[config.mk]
export PLATFORM = sky130hd
export DESIGN_NAME = harness_walk_tester
export DESIGN_NICKNAME = d
export VERILOG_FILES = /design/src/rtl/harness_pkg.sv /design/src/rtl/hw_walk_drive.sv /design/src/rtl/hw_settle_timer.sv /design/src/rtl/hw_fault_classifier.sv /design/src/rtl/hw_cap_serializer.sv /design/src/rtl/harness_walk_tester.sv
export SDC_FILE = /design/constraint.sdc
export NUM_CORES = 1
export LEC_CHECK = 0
export ABC_AREA = 1
export BUFFER_PORTS_ARGS = -buffer_cell sky130_fd_sc_hd__buf_2
export CAP_MARGIN = 40
export CORE_MARGIN = 2
export CORE_UTILIZATION = 45
export CTS_CLUSTER_SIZE = 30
export DETAILED_ROUTE_END_ITERATION = 8
export GPL_ROUTABILITY_DRIVEN = 0
export GPL_TIMING_DRIVEN = 0
export PLACE_DENSITY = 0.8
export SLEW_MARGIN = 5
export SYNTH_ARGS = -nofsm -noshare
export SYNTH_HDL_FRONTEND = slang
export SYNTH_SLANG_ARGS = --single-unit
[constraint.sdc]
create_clock -name clk_i -period 1.2 [get_ports clk_i]
set_input_delay 0.12 -clock clk_i [delete_from_list [all_inputs] [get_ports clk_i]]
set_output_delay 0.12 -clock clk_i [all_outputs]
set_load 0.01 [all_outputs]
[src/rtl/harness_pkg.sv]
package harness_pkg;
  typedef enum logic [1:0] {
    ST_PASS  = 2'b00,
    ST_SHORT = 2'b01,
    ST_OPEN  = 2'b10,
    ST_BOTH  = 2'b11
  } wire_status_e;
endpackage

[src/rtl/hw_walk_drive.sv]
module hw_walk_drive #(
  parameter int WIDTH = 8,
  parameter int IDX_W = 3
) (
  input  logic             clk_i,
  input  logic             rst_ni,
  input  logic             start_i,
  input  logic             adv_i,
  output logic [WIDTH-1:0] drive_o,
  output logic [IDX_W-1:0] index_o
);
  localparam logic [WIDTH-1:0] FIRST = WIDTH'(1);

  logic [WIDTH-1:0] drive_q;
  logic [IDX_W-1:0] idx_q;

  always_ff @(posedge clk_i or negedge rst_ni) begin
    if (!rst_ni) begin
      drive_q <= '0;
      idx_q   <= '0;
    end else if (start_i) begin
      drive_q <= FIRST;
      idx_q   <= '0;
    end else if (adv_i) begin
      drive_q <= drive_q << 1;
      idx_q   <= idx_q + IDX_W'(1);
    end
  end

  assign drive_o = drive_q;
  assign index_o = idx_q;

  assert_drive_onehot_R1: assert property (@(posedge clk_i) disable iff (!rst_ni)
    $onehot0(drive_q));
  assert_start_load_R1: assert property (@(posedge clk_i) disable iff (!rst_ni)
    start_i |=> (drive_q == FIRST) && (idx_q == '0));
  assert_step_shift_R2: assert property (@(posedge clk_i) disable iff (!rst_ni)
    (adv_i && !start_i) |=> (drive_q == ($past(drive_q) << 1)));
endmodule

[src/rtl/hw_settle_timer.sv]
module hw_settle_timer #(
  parameter int SETTLE_CYC = 4,
  parameter int CNT_W      = 3
) (
  input  logic clk_i,
  input  logic rst_ni,
  input  logic load_i,
  output logic busy_o,
  output logic fire_o
);
  localparam logic [CNT_W-1:0] LOAD_VAL = CNT_W'(SETTLE_CYC);

  logic [CNT_W-1:0] cnt_q;

  always_ff @(posedge clk_i or negedge rst_ni) begin
    if (!rst_ni)            cnt_q <= '0;
    else if (load_i)        cnt_q <= LOAD_VAL;
    else if (cnt_q != '0)   cnt_q <= cnt_q - CNT_W'(1);
  end

  assign busy_o = (cnt_q != '0);
  assign fire_o = (cnt_q == CNT_W'(1));

  assert_load_busy_R3: assert property (@(posedge clk_i) disable iff (!rst_ni)
    load_i |=> busy_o);
  assert_fire_ends_R3: assert property (@(posedge clk_i) disable iff (!rst_ni)
    (fire_o && !load_i) |=> !busy_o);
endmodule

[src/rtl/hw_fault_classifier.sv]
module hw_fault_classifier #(
  parameter int WIDTH = 8
) (
  input  logic [WIDTH-1:0]         word_i,
  input  logic [WIDTH-1:0]         drive_i,
  output harness_pkg::wire_status_e status_o
);
  logic [WIDTH-1:0] hit, extra;

  for (genvar i = 0; i < WIDTH; i++) begin : g_bit
    assign hit[i]   = word_i[i] & drive_i[i];
    assign extra[i] = word_i[i] & ~drive_i[i];
  end

  logic missing, other;
  assign missing = ~|hit;
  assign other   = |extra;

  always_comb begin
    unique case ({missing, other})
      2'b00:   status_o = harness_pkg::ST_PASS;
      2'b01:   status_o = harness_pkg::ST_SHORT;
      2'b10:   status_o = harness_pkg::ST_OPEN;
      default: status_o = harness_pkg::ST_BOTH;
    endcase
  end
endmodule

[src/rtl/hw_cap_serializer.sv]
module hw_cap_serializer #(
  parameter int WIDTH     = 8,
  parameter bit MSB_FIRST = 1'b0
) (
  input  logic             clk_i,
  input  logic             rst_ni,
  input  logic             load_i,
  input  logic [WIDTH-1:0] word_i,
  input  logic             shift_i,
  output logic [WIDTH-1:0] cap_o,
  output logic             ser_o
);
  logic [WIDTH-1:0] cap_q, sh_q;

  always_ff @(posedge clk_i or negedge rst_ni) begin
    if (!rst_ni)     cap_q <= '0;
    else if (load_i) cap_q <= word_i;
  end
  assign cap_o = cap_q;

  if (MSB_FIRST) begin : g_msb
    always_ff @(posedge clk_i or negedge rst_ni) begin
      if (!rst_ni)       sh_q <= '0;
      else if (load_i)   sh_q <= word_i;
      else if (shift_i)  sh_q <= sh_q << 1;
    end
    assign ser_o = sh_q[WIDTH-1];

    assert_ser_shift_msb_R9: assert property (@(posedge clk_i) disable iff (!rst_ni)
      (shift_i && !load_i) |=> (sh_q == ($past(sh_q) << 1)));
  end else begin : g_lsb
    always_ff @(posedge clk_i or negedge rst_ni) begin
      if (!rst_ni)       sh_q <= '0;
      else if (load_i)   sh_q <= word_i;
      else if (shift_i)  sh_q <= sh_q >> 1;
    end
    assign ser_o = sh_q[0];

    assert_ser_shift_lsb_R9: assert property (@(posedge clk_i) disable iff (!rst_ni)
      (shift_i && !load_i) |=> (sh_q == ($past(sh_q) >> 1)));
  end

  assert_load_copy_R3: assert property (@(posedge clk_i) disable iff (!rst_ni)
    load_i |=> (cap_q == $past(word_i)) && (sh_q == $past(word_i)));
endmodule

[src/rtl/harness_walk_tester.sv]
module harness_walk_tester #(
  parameter int WIDTH      = 8,
  parameter int SETTLE_CYC = 4,
  parameter bit MSB_FIRST  = 1'b0,
  localparam int IDX_W     = (WIDTH > 1) ? $clog2(WIDTH) : 1,
  localparam int CNT_W     = $clog2(SETTLE_CYC + 1)
) (
  input  logic             clk_i,
  input  logic             rst_ni,
  input  logic             start_i,
  input  logic             step_i,
  input  logic             ser_shift_i,
  input  logic [WIDTH-1:0] sense_i,
  output logic [WIDTH-1:0] drive_o,
  output logic [IDX_W-1:0] index_o,
  output logic             busy_o,
  output logic [1:0]       status_o,
  output logic             valid_o,
  output logic             done_o,
  output logic             overrun_o,
  output logic [WIDTH-1:0] cap_o,
  output logic             ser_o
);
  localparam logic [IDX_W-1:0] LAST_IDX = IDX_W'(WIDTH - 1);

  logic active_q, done_q, ovr_q, valid_q;
  harness_pkg::wire_status_e status_q, status_d;
  logic busy, fire, capture, step_ok, adv, step_late;

  // a step is only meaningful while a walk is running and not finished
  assign step_ok   = step_i && !start_i && active_q && !done_q;
  assign adv       = step_ok && !busy;
  assign step_late = step_ok && busy;
  assign capture   = fire && !start_i;

  hw_walk_drive #(.WIDTH(WIDTH), .IDX_W(IDX_W)) u_drive (
    .clk_i   (clk_i),
    .rst_ni  (rst_ni),
    .start_i (start_i),
    .adv_i   (adv),
    .drive_o (drive_o),
    .index_o (index_o)
  );

  hw_settle_timer #(.SETTLE_CYC(SETTLE_CYC), .CNT_W(CNT_W)) u_timer (
    .clk_i  (clk_i),
    .rst_ni (rst_ni),
    .load_i (start_i || adv),
    .busy_o (busy),
    .fire_o (fire)
  );

  hw_fault_classifier #(.WIDTH(WIDTH)) u_class (
    .word_i   (sense_i),
    .drive_i  (drive_o),
    .status_o (status_d)
  );

  hw_cap_serializer #(.WIDTH(WIDTH), .MSB_FIRST(MSB_FIRST)) u_ser (
    .clk_i   (clk_i),
    .rst_ni  (rst_ni),
    .load_i  (capture),
    .word_i  (sense_i),
    .shift_i (ser_shift_i),
    .cap_o   (cap_o),
    .ser_o   (ser_o)
  );

  always_ff @(posedge clk_i or negedge rst_ni) begin
    if (!rst_ni) begin
      active_q <= 1'b0;
      done_q   <= 1'b0;
      ovr_q    <= 1'b0;
      valid_q  <= 1'b0;
      status_q <= harness_pkg::ST_PASS;
    end else if (start_i) begin
      active_q <= 1'b1;
      done_q   <= 1'b0;
      ovr_q    <= 1'b0;
      valid_q  <= 1'b0;
    end else begin
      if (step_late) ovr_q <= 1'b1;
      if (adv)       valid_q <= 1'b0;
      if (capture) begin
        valid_q  <= 1'b1;
        status_q <= status_d;
        if (index_o == LAST_IDX) done_q <= 1'b1;
      end
    end
  end

  assign busy_o    = busy;
  assign status_o  = status_q;
  assign valid_o   = valid_q;
  assign done_o    = done_q;
  assign overrun_o = ovr_q;

  assert_capture_valid_R3: assert property (@(posedge clk_i) disable iff (!rst_ni)
    $fell(busy_o) |-> valid_o);
  assert_late_hold_R7: assert property (@(posedge clk_i) disable iff (!rst_ni)
    (step_i && busy_o && !start_i) |=> $stable(index_o) && $stable(drive_o));
  assert_late_flag_R7: assert property (@(posedge clk_i) disable iff (!rst_ni)
    (step_i && busy_o && active_q && !done_o && !start_i) |=> overrun_o);
  assert_ovr_sticky_R7: assert property (@(posedge clk_i) disable iff (!rst_ni)
    (overrun_o && !start_i) |=> overrun_o);
  assert_done_last_R8: assert property (@(posedge clk_i) disable iff (!rst_ni)
    $rose(done_o) |-> (index_o == LAST_IDX));
  assert_done_freeze_R8: assert property (@(posedge clk_i) disable iff (!rst_ni)
    (done_o && !start_i) |=> $stable(drive_o) && !$rose(overrun_o));
  assert_index_match_R2: assert property (@(posedge clk_i) disable iff (!rst_ni)
    active_q |-> drive_o[index_o]);
endmodule

== Word-level counts from Yosys, hierarchy flattened ==
Index checks and enable logic that the tools add are counted.

* Register bits: 36
* Input port bits: 13
* Output and inout port bits: 26
* Logic and storage cells: 82

* Add/sub/neg operators: 2
* Equality and inequality tests: 4
* Mux-type cells: 17
* Bitwise operators: 25
* Reductions and logical operators: 24

{| class="wikitable"
|+ Operators by type and width
! operator !! number
|-
| two-way mux 8 bit || 4
|-
| bitwise AND 1 bit || 16
|-
| OR reduction 8 bit || 2
|-
| two-way mux 3 bit || 4
|-
| nonzero test 2 bit || 6
|-
| inverter 1 bit || 9
|-
| two-way mux 1 bit || 8
|-
| logical AND 1 bit || 6
|-
| one-hot mux 2 bit (3 select lines) || 1
|-
| nonzero test 3 bit || 2
|-
| zero test 1 bit || 4
|-
| AND reduction 2 bit || 2
|-
| adder 3 x 1 -> 3 bit, second input constant || 1
|-
| == test 3 x 1 -> 1 bit, second input constant || 1
|-
| == test 3 bit, second input constant || 1
|-
| subtractor 3 x 1 -> 3 bit, second input constant || 1
|-
| == test 2 x 1 -> 1 bit, second input constant || 1
|-
| == test 2 bit, second input constant || 1
|-
| zero test 2 bit || 1
|-
| logical OR 1 bit || 1
|}

== Logic depth before layout (Yosys ltp) ==
* Depth in word-level cells: 8
* Depth in mapped cells: 8
* Mapped depth without buffers: 8

== Cells and area by module ==
From an unflattened synthesis, not the netlist that was laid out.

* Cell total of the unflattened synthesis: 214
* Area total of the unflattened synthesis: 1741.7 µm²

{| class="wikitable"
|+ By module, submodules not included
! module !! instances !! cells an instance !! area an instance (µm²) !! sequential area each (µm²)
|-
| hw_cap_serializer || 1 || 68 || 676.9 || 400.4
|-
| hw_walk_drive || 1 || 47 || 440.4 || 275.3
|-
| harness_walk_tester || 1 || 32 || 272.8 || 150.1
|-
| hw_settle_timer || 1 || 25 || 193.9 || 75.1
|-
| hw_fault_classifier || 1 || 42 || 157.7 || 0.0
|}

== Least setup slack after synthesis ==
Ideal clock, no wire load.

* Path kind: flip-flop to flip-flop
* Start: register u_timer.cnt_q[0]
* End: register valid_q (netlist: valid_o)
* Setup time: 120 ps
* Arrival: 1160 ps
* Data required time: 1080 ps
* Path slack: -80 ps
* Stages on the path, launching flop included: 9
* Path buffers: 1
* Clock period less this slack: 1280 ps
* Path through: dfrtp_1 > inv_1 > ha_1 > nand2_2 > inv_1 > nand2_4 > buf_6 > nand3_1 > nand2_1

* Cells in the longest elaborated chain, start to end: 4
* Elaborated cells on any way between the ends: 8
* Classes of those cells: eq/ne (1); mux (2); reduce/logical (5)

{| class="wikitable"
|+ Ends and longest elaborated chain
! item !! RTL line !! source
|-
| start, declared || hw_settle_timer.sv:13 || <nowiki>logic [CNT_W-1:0] cnt_q;</nowiki>
|-
| start signal, assigned || hw_settle_timer.sv:18 || <nowiki>else if (cnt_q != '0) cnt_q <= cnt_q - CNT_W'(1);</nowiki>
|-
| nonzero test 3 bit || hw_settle_timer.sv:21 || <nowiki>assign busy_o = (cnt_q != '0);</nowiki>
|-
| net busy_o || harness_walk_tester.sv:16 || <nowiki>output logic busy_o,</nowiki>
|-
| zero test 1 bit || harness_walk_tester.sv:32 || <nowiki>assign adv = step_ok && !busy;</nowiki>
|-
| logical AND 1 bit || harness_walk_tester.sv:32 ||
|-
| nonzero test 3 bit (no source line) || - ||
|-
| end signal, assigned || harness_walk_tester.sv:74 || <nowiki>valid_q <= 1'b0;</nowiki>
|-
| end signal, assigned || harness_walk_tester.sv:80 || <nowiki>valid_q <= 1'b0;</nowiki>
|-
| end signal, assigned || harness_walk_tester.sv:83 || <nowiki>if (adv) valid_q <= 1'b0;</nowiki>
|-
| end, declared || harness_walk_tester.sv:26 || <nowiki>logic active_q, done_q, ovr_q, valid_q;</nowiki>
|}

The timed path passes the listed nets, and every way through them passes these cells.
A chain may end at the register's enable or synchronous reset.

== Final worst setup path ==
* Start: register u_timer.cnt_q[1]
* End: register status_q[1] (netlist: status_o[1])

* Cells in the longest elaborated chain, start to end: 3

{| class="wikitable"
|+ Ends and longest elaborated chain
! item !! RTL line !! source
|-
| == test 3 x 1 -> 1 bit || hw_settle_timer.sv:22 || <nowiki>assign fire_o = (cnt_q == CNT_W'(1));</nowiki>
|-
| logical AND 1 bit || harness_walk_tester.sv:34 || <nowiki>assign capture = fire && !start_i;</nowiki>
|-
| AND reduction 2 bit (no source line) || - ||
|-
| end signal, assigned || harness_walk_tester.sv:75 || <nowiki>status_q <= harness_pkg::ST_PASS;</nowiki>
|-
| end signal, assigned || harness_walk_tester.sv:86 || <nowiki>status_q <= status_d;</nowiki>
|-
| end, declared || harness_walk_tester.sv:27 || <nowiki>harness_pkg::wire_status_e status_q, status_d;</nowiki>
|}

No other way between the ends.

==> metrics.txt <==
result of the run=complete, but fails checks; failing checks=negative setup slack; Final period util=107.5%; Yosys cell types=23; first-pass GRT wire length=6492 um; Synth area leaders=dfrtp_1 (54%), nand2_1 (19%), nand3_1 (7.5%), ha_1 (3.8%), inv_1 (3.6%); Chip Height=64.86 um; remaining antenna violation count=0; post-synthesis average cell area=8.375 um^2; Final min period=1.290 ns; clock root buffer master=clkbuf_8; Initial Util=46.22%; RSZ-0062 raised after global routing=true; dominant cell type by area after synthesis=dfrtp_1; Final WS setup=-0.09026 ns; Syn. warnings=0; relative slew slack=46.59%; Sink Count=36; Hold Violations, Final=0; post-detail-place hpwl=2569 um; HP Class=input pin to flop; total CTS buffers=5; vias=1,483; Peak VDD IR=0.001013 V; Mapped Cells=199; # DRC=0; filler cell count=319; Top Metal Used=met4; Startpoint Class=flop; top cell type's share of synthesized area=54.05%; I/O Pins=39; met1 WL=1615 um; hold path start=sense_i[0]; ant diodes=0; Seq. cell area=900.9 um^2; cell row count=22; post-place setup slack=-0.08965 ns; Max-Cap Viols=0; pin slew with the least headroom to its limit=0.8012 ns; gr usage total=20.25%; Post-Syn Nets=217; layout cells sized above 1=37.55%; WS Path Type=flop to flop; clk_lat worst skew=0.28 ns; CTS tree=built; Worst Path Arrival=1.51 ns; Wirelength per Cell=13.61 um; Synth Register Bits=36; Fmax=775.0 MHz; Final Max Tran Viols=0; FF-to-FF Start=u_timer.cnt_q[1]$_DFFE_PN0P_; I/O Buffers=37; Vias/cell=4.927; Critical Path Start=u_timer.cnt_q[1]$_DFFE_PN0P_; Post-Route Setup TNS=-1.475 ns; H-tree levels=2; core area=3606 um^2; gr ovfl total=0; Clock Skew=0.005064 ns; Routed WL=4098 um; Pwr Density=1782 nW/um^2; CTS clk-pin slew, worst paths=0.07 ns; Clock Tree Buf Depth=2; Seq/Total Area, Yosys=54.05%; Worst Path Max Fanout=5; antenna violations before repair=0; largest net degree at the start of global routing=37; crit end category=flop; die area=4206 um^2; critical path required time=1.41 ns; LEAKAGE=1.286 nW; Die Width=64.86 um; Mapped Area=1667 um^2; DR WL met3=207 um; First-pass DRT Iterations=4; P&R area growth vs syn=37.46%; final setup violation count=32; DR iter-0 viols=98; number of global-route vias before repair=1,448; DR WL met2=2194 um; Layout Nets=270; multi-input logic area=822.0 um^2
==> worst paths after layout <==
kind,endpoint,slack [ns],depth (start not counted)
worst max-delay path,status_o[1]$_DFFE_PN0P_,-0.09,7
worst min-delay path,u_ser.cap_o[0]$_DFFE_PN0P_,0.09,3
worst max register to register,status_o[1]$_DFFE_PN0P_,-0.09,7
worst min register to register,u_ser.cap_o[0]$_DFFE_PN0P_,0.47,2
max in group asynchronous,status_o[0]$_DFFE_PN0P_,0.23,2
min in group asynchronous,u_timer.cnt_q[0]$_DFFE_PN0P_,0.46,2
==> state kept, by name (all words and copies together), names as in the netlist <==
register,count
u_drive.drive_o,8
u_ser.cap_o,8
u_ser.sh_q,8
u_drive.index_o,3
u_timer.cnt_q,3
status_o,2
active_q,1
done_o,1
overrun_o,1
valid_o,1
==> repair_timing <==
item / in CTS / in global routing
hold endpoints to repair: 36 / 0
setup buffers: 4 / 1
endpoints found under the setup margin: 32 / 33
hold buffers: 1 / 0
gates cloned: 2 / 1
gates resized for setup: 23 / 34
pin swaps: 6 / 16
==> cell usage after synthesis <==
cell	n
or2_0	1
dfrtp_1	36
nor2_4	2
ha_1	5
nand2_2	2
nand3_1	25
xnor2_1	1
a21oi_1	2
nand2_1	85
inv_1	16
inv_2	3
xor2_1	1
nand3_2	1
nand2_4	1
buf_2	2
buf_6	1
o21ai_0	3
nor2_1	5
o211ai_1	1
clkbuf_1	1
nand4_1	1
buf_4	2
o21ai_1	2
==> cells by family after synthesis <==
| kind of cell | count (synthesis) | synth area share (%) |
|---|---|---|
| AND/OR/NAND/NOR | 123 | 31.91 |
| adder cells (fa/ha/maj) | 5 | 3.754 |
| buffers and inverters | 25 | 6.681 |
| flip-flops | 36 | 54.05 |
| XOR/XNOR | 2 | 1.051 |
| AO/OA/AOI/OAI | 8 | 2.553 |
==> power breakdown <==
part	total [W]	leakage, nW	switching (W)	internal [W]
registers	0.00175	0.469	0.000204	0.00155
clock network	0.000871	0.0455	0.000403	0.000468
logic	0.00146	0.771	0.000801	0.000657
==> layout make-up <==
class,count,area share (%)
sequential,36,39.32
multi-input combinational,138,35.88
timing repair buffer,46,12.23
clock buffer,8,3.932
inverter,19,3.550
tap,48,2.622
buffer,6,2.458
==> metrics by stage <==
step | cell area (um^2) | utilization [%] | std cells | hold slack [ns] | total power, W
floorplan | 1677 | - | 199 | -0.1756 | 0.002468
global placement | 1922 | 53.30 | 284 | 0.2440 | 0.002831
detailed placement | 1922 | 53.30 | 284 | 0.2539 | 0.002877
CTS | 2155 | 59.75 | 299 | 0.05657 | 0.003947
global route | 2291 | 63.53 | 301 | 0.09206 | 0.004362
finish | 2291 | 63.53 | 301 | 0.08521 | 0.004081
==> layer usage <==
layer,track usage (%),vias to the layer above
li1,-,725
met1,23.65,701
met2,36.21,47
met3,5.556,10
met4,5.585,0
met5,0,-
==> placed cells by master, fill, tap and decap left out, types with 5 or more instances in the layout <==
cell type,instances
clkbuf_8,6
inv_1,13
buf_2,36
nand3_2,10
nand2_2,7
nand3_1,15
buf_4,6
dfrtp_1,36
nor2_1,5
nand2_1,73
nand2_4,7
buf_6,6
==> critical path: stages, from the launching register on <==
cell and delay (ns):
dfrtp_1 0.39, inv_2 0.12, ha_4 0.15, nand3_4 0.12
inv_4 0.12, buf_8 0.14, nand2_1 0.06, o21ai_1 0.10
(Power assumes the default switching activity.)
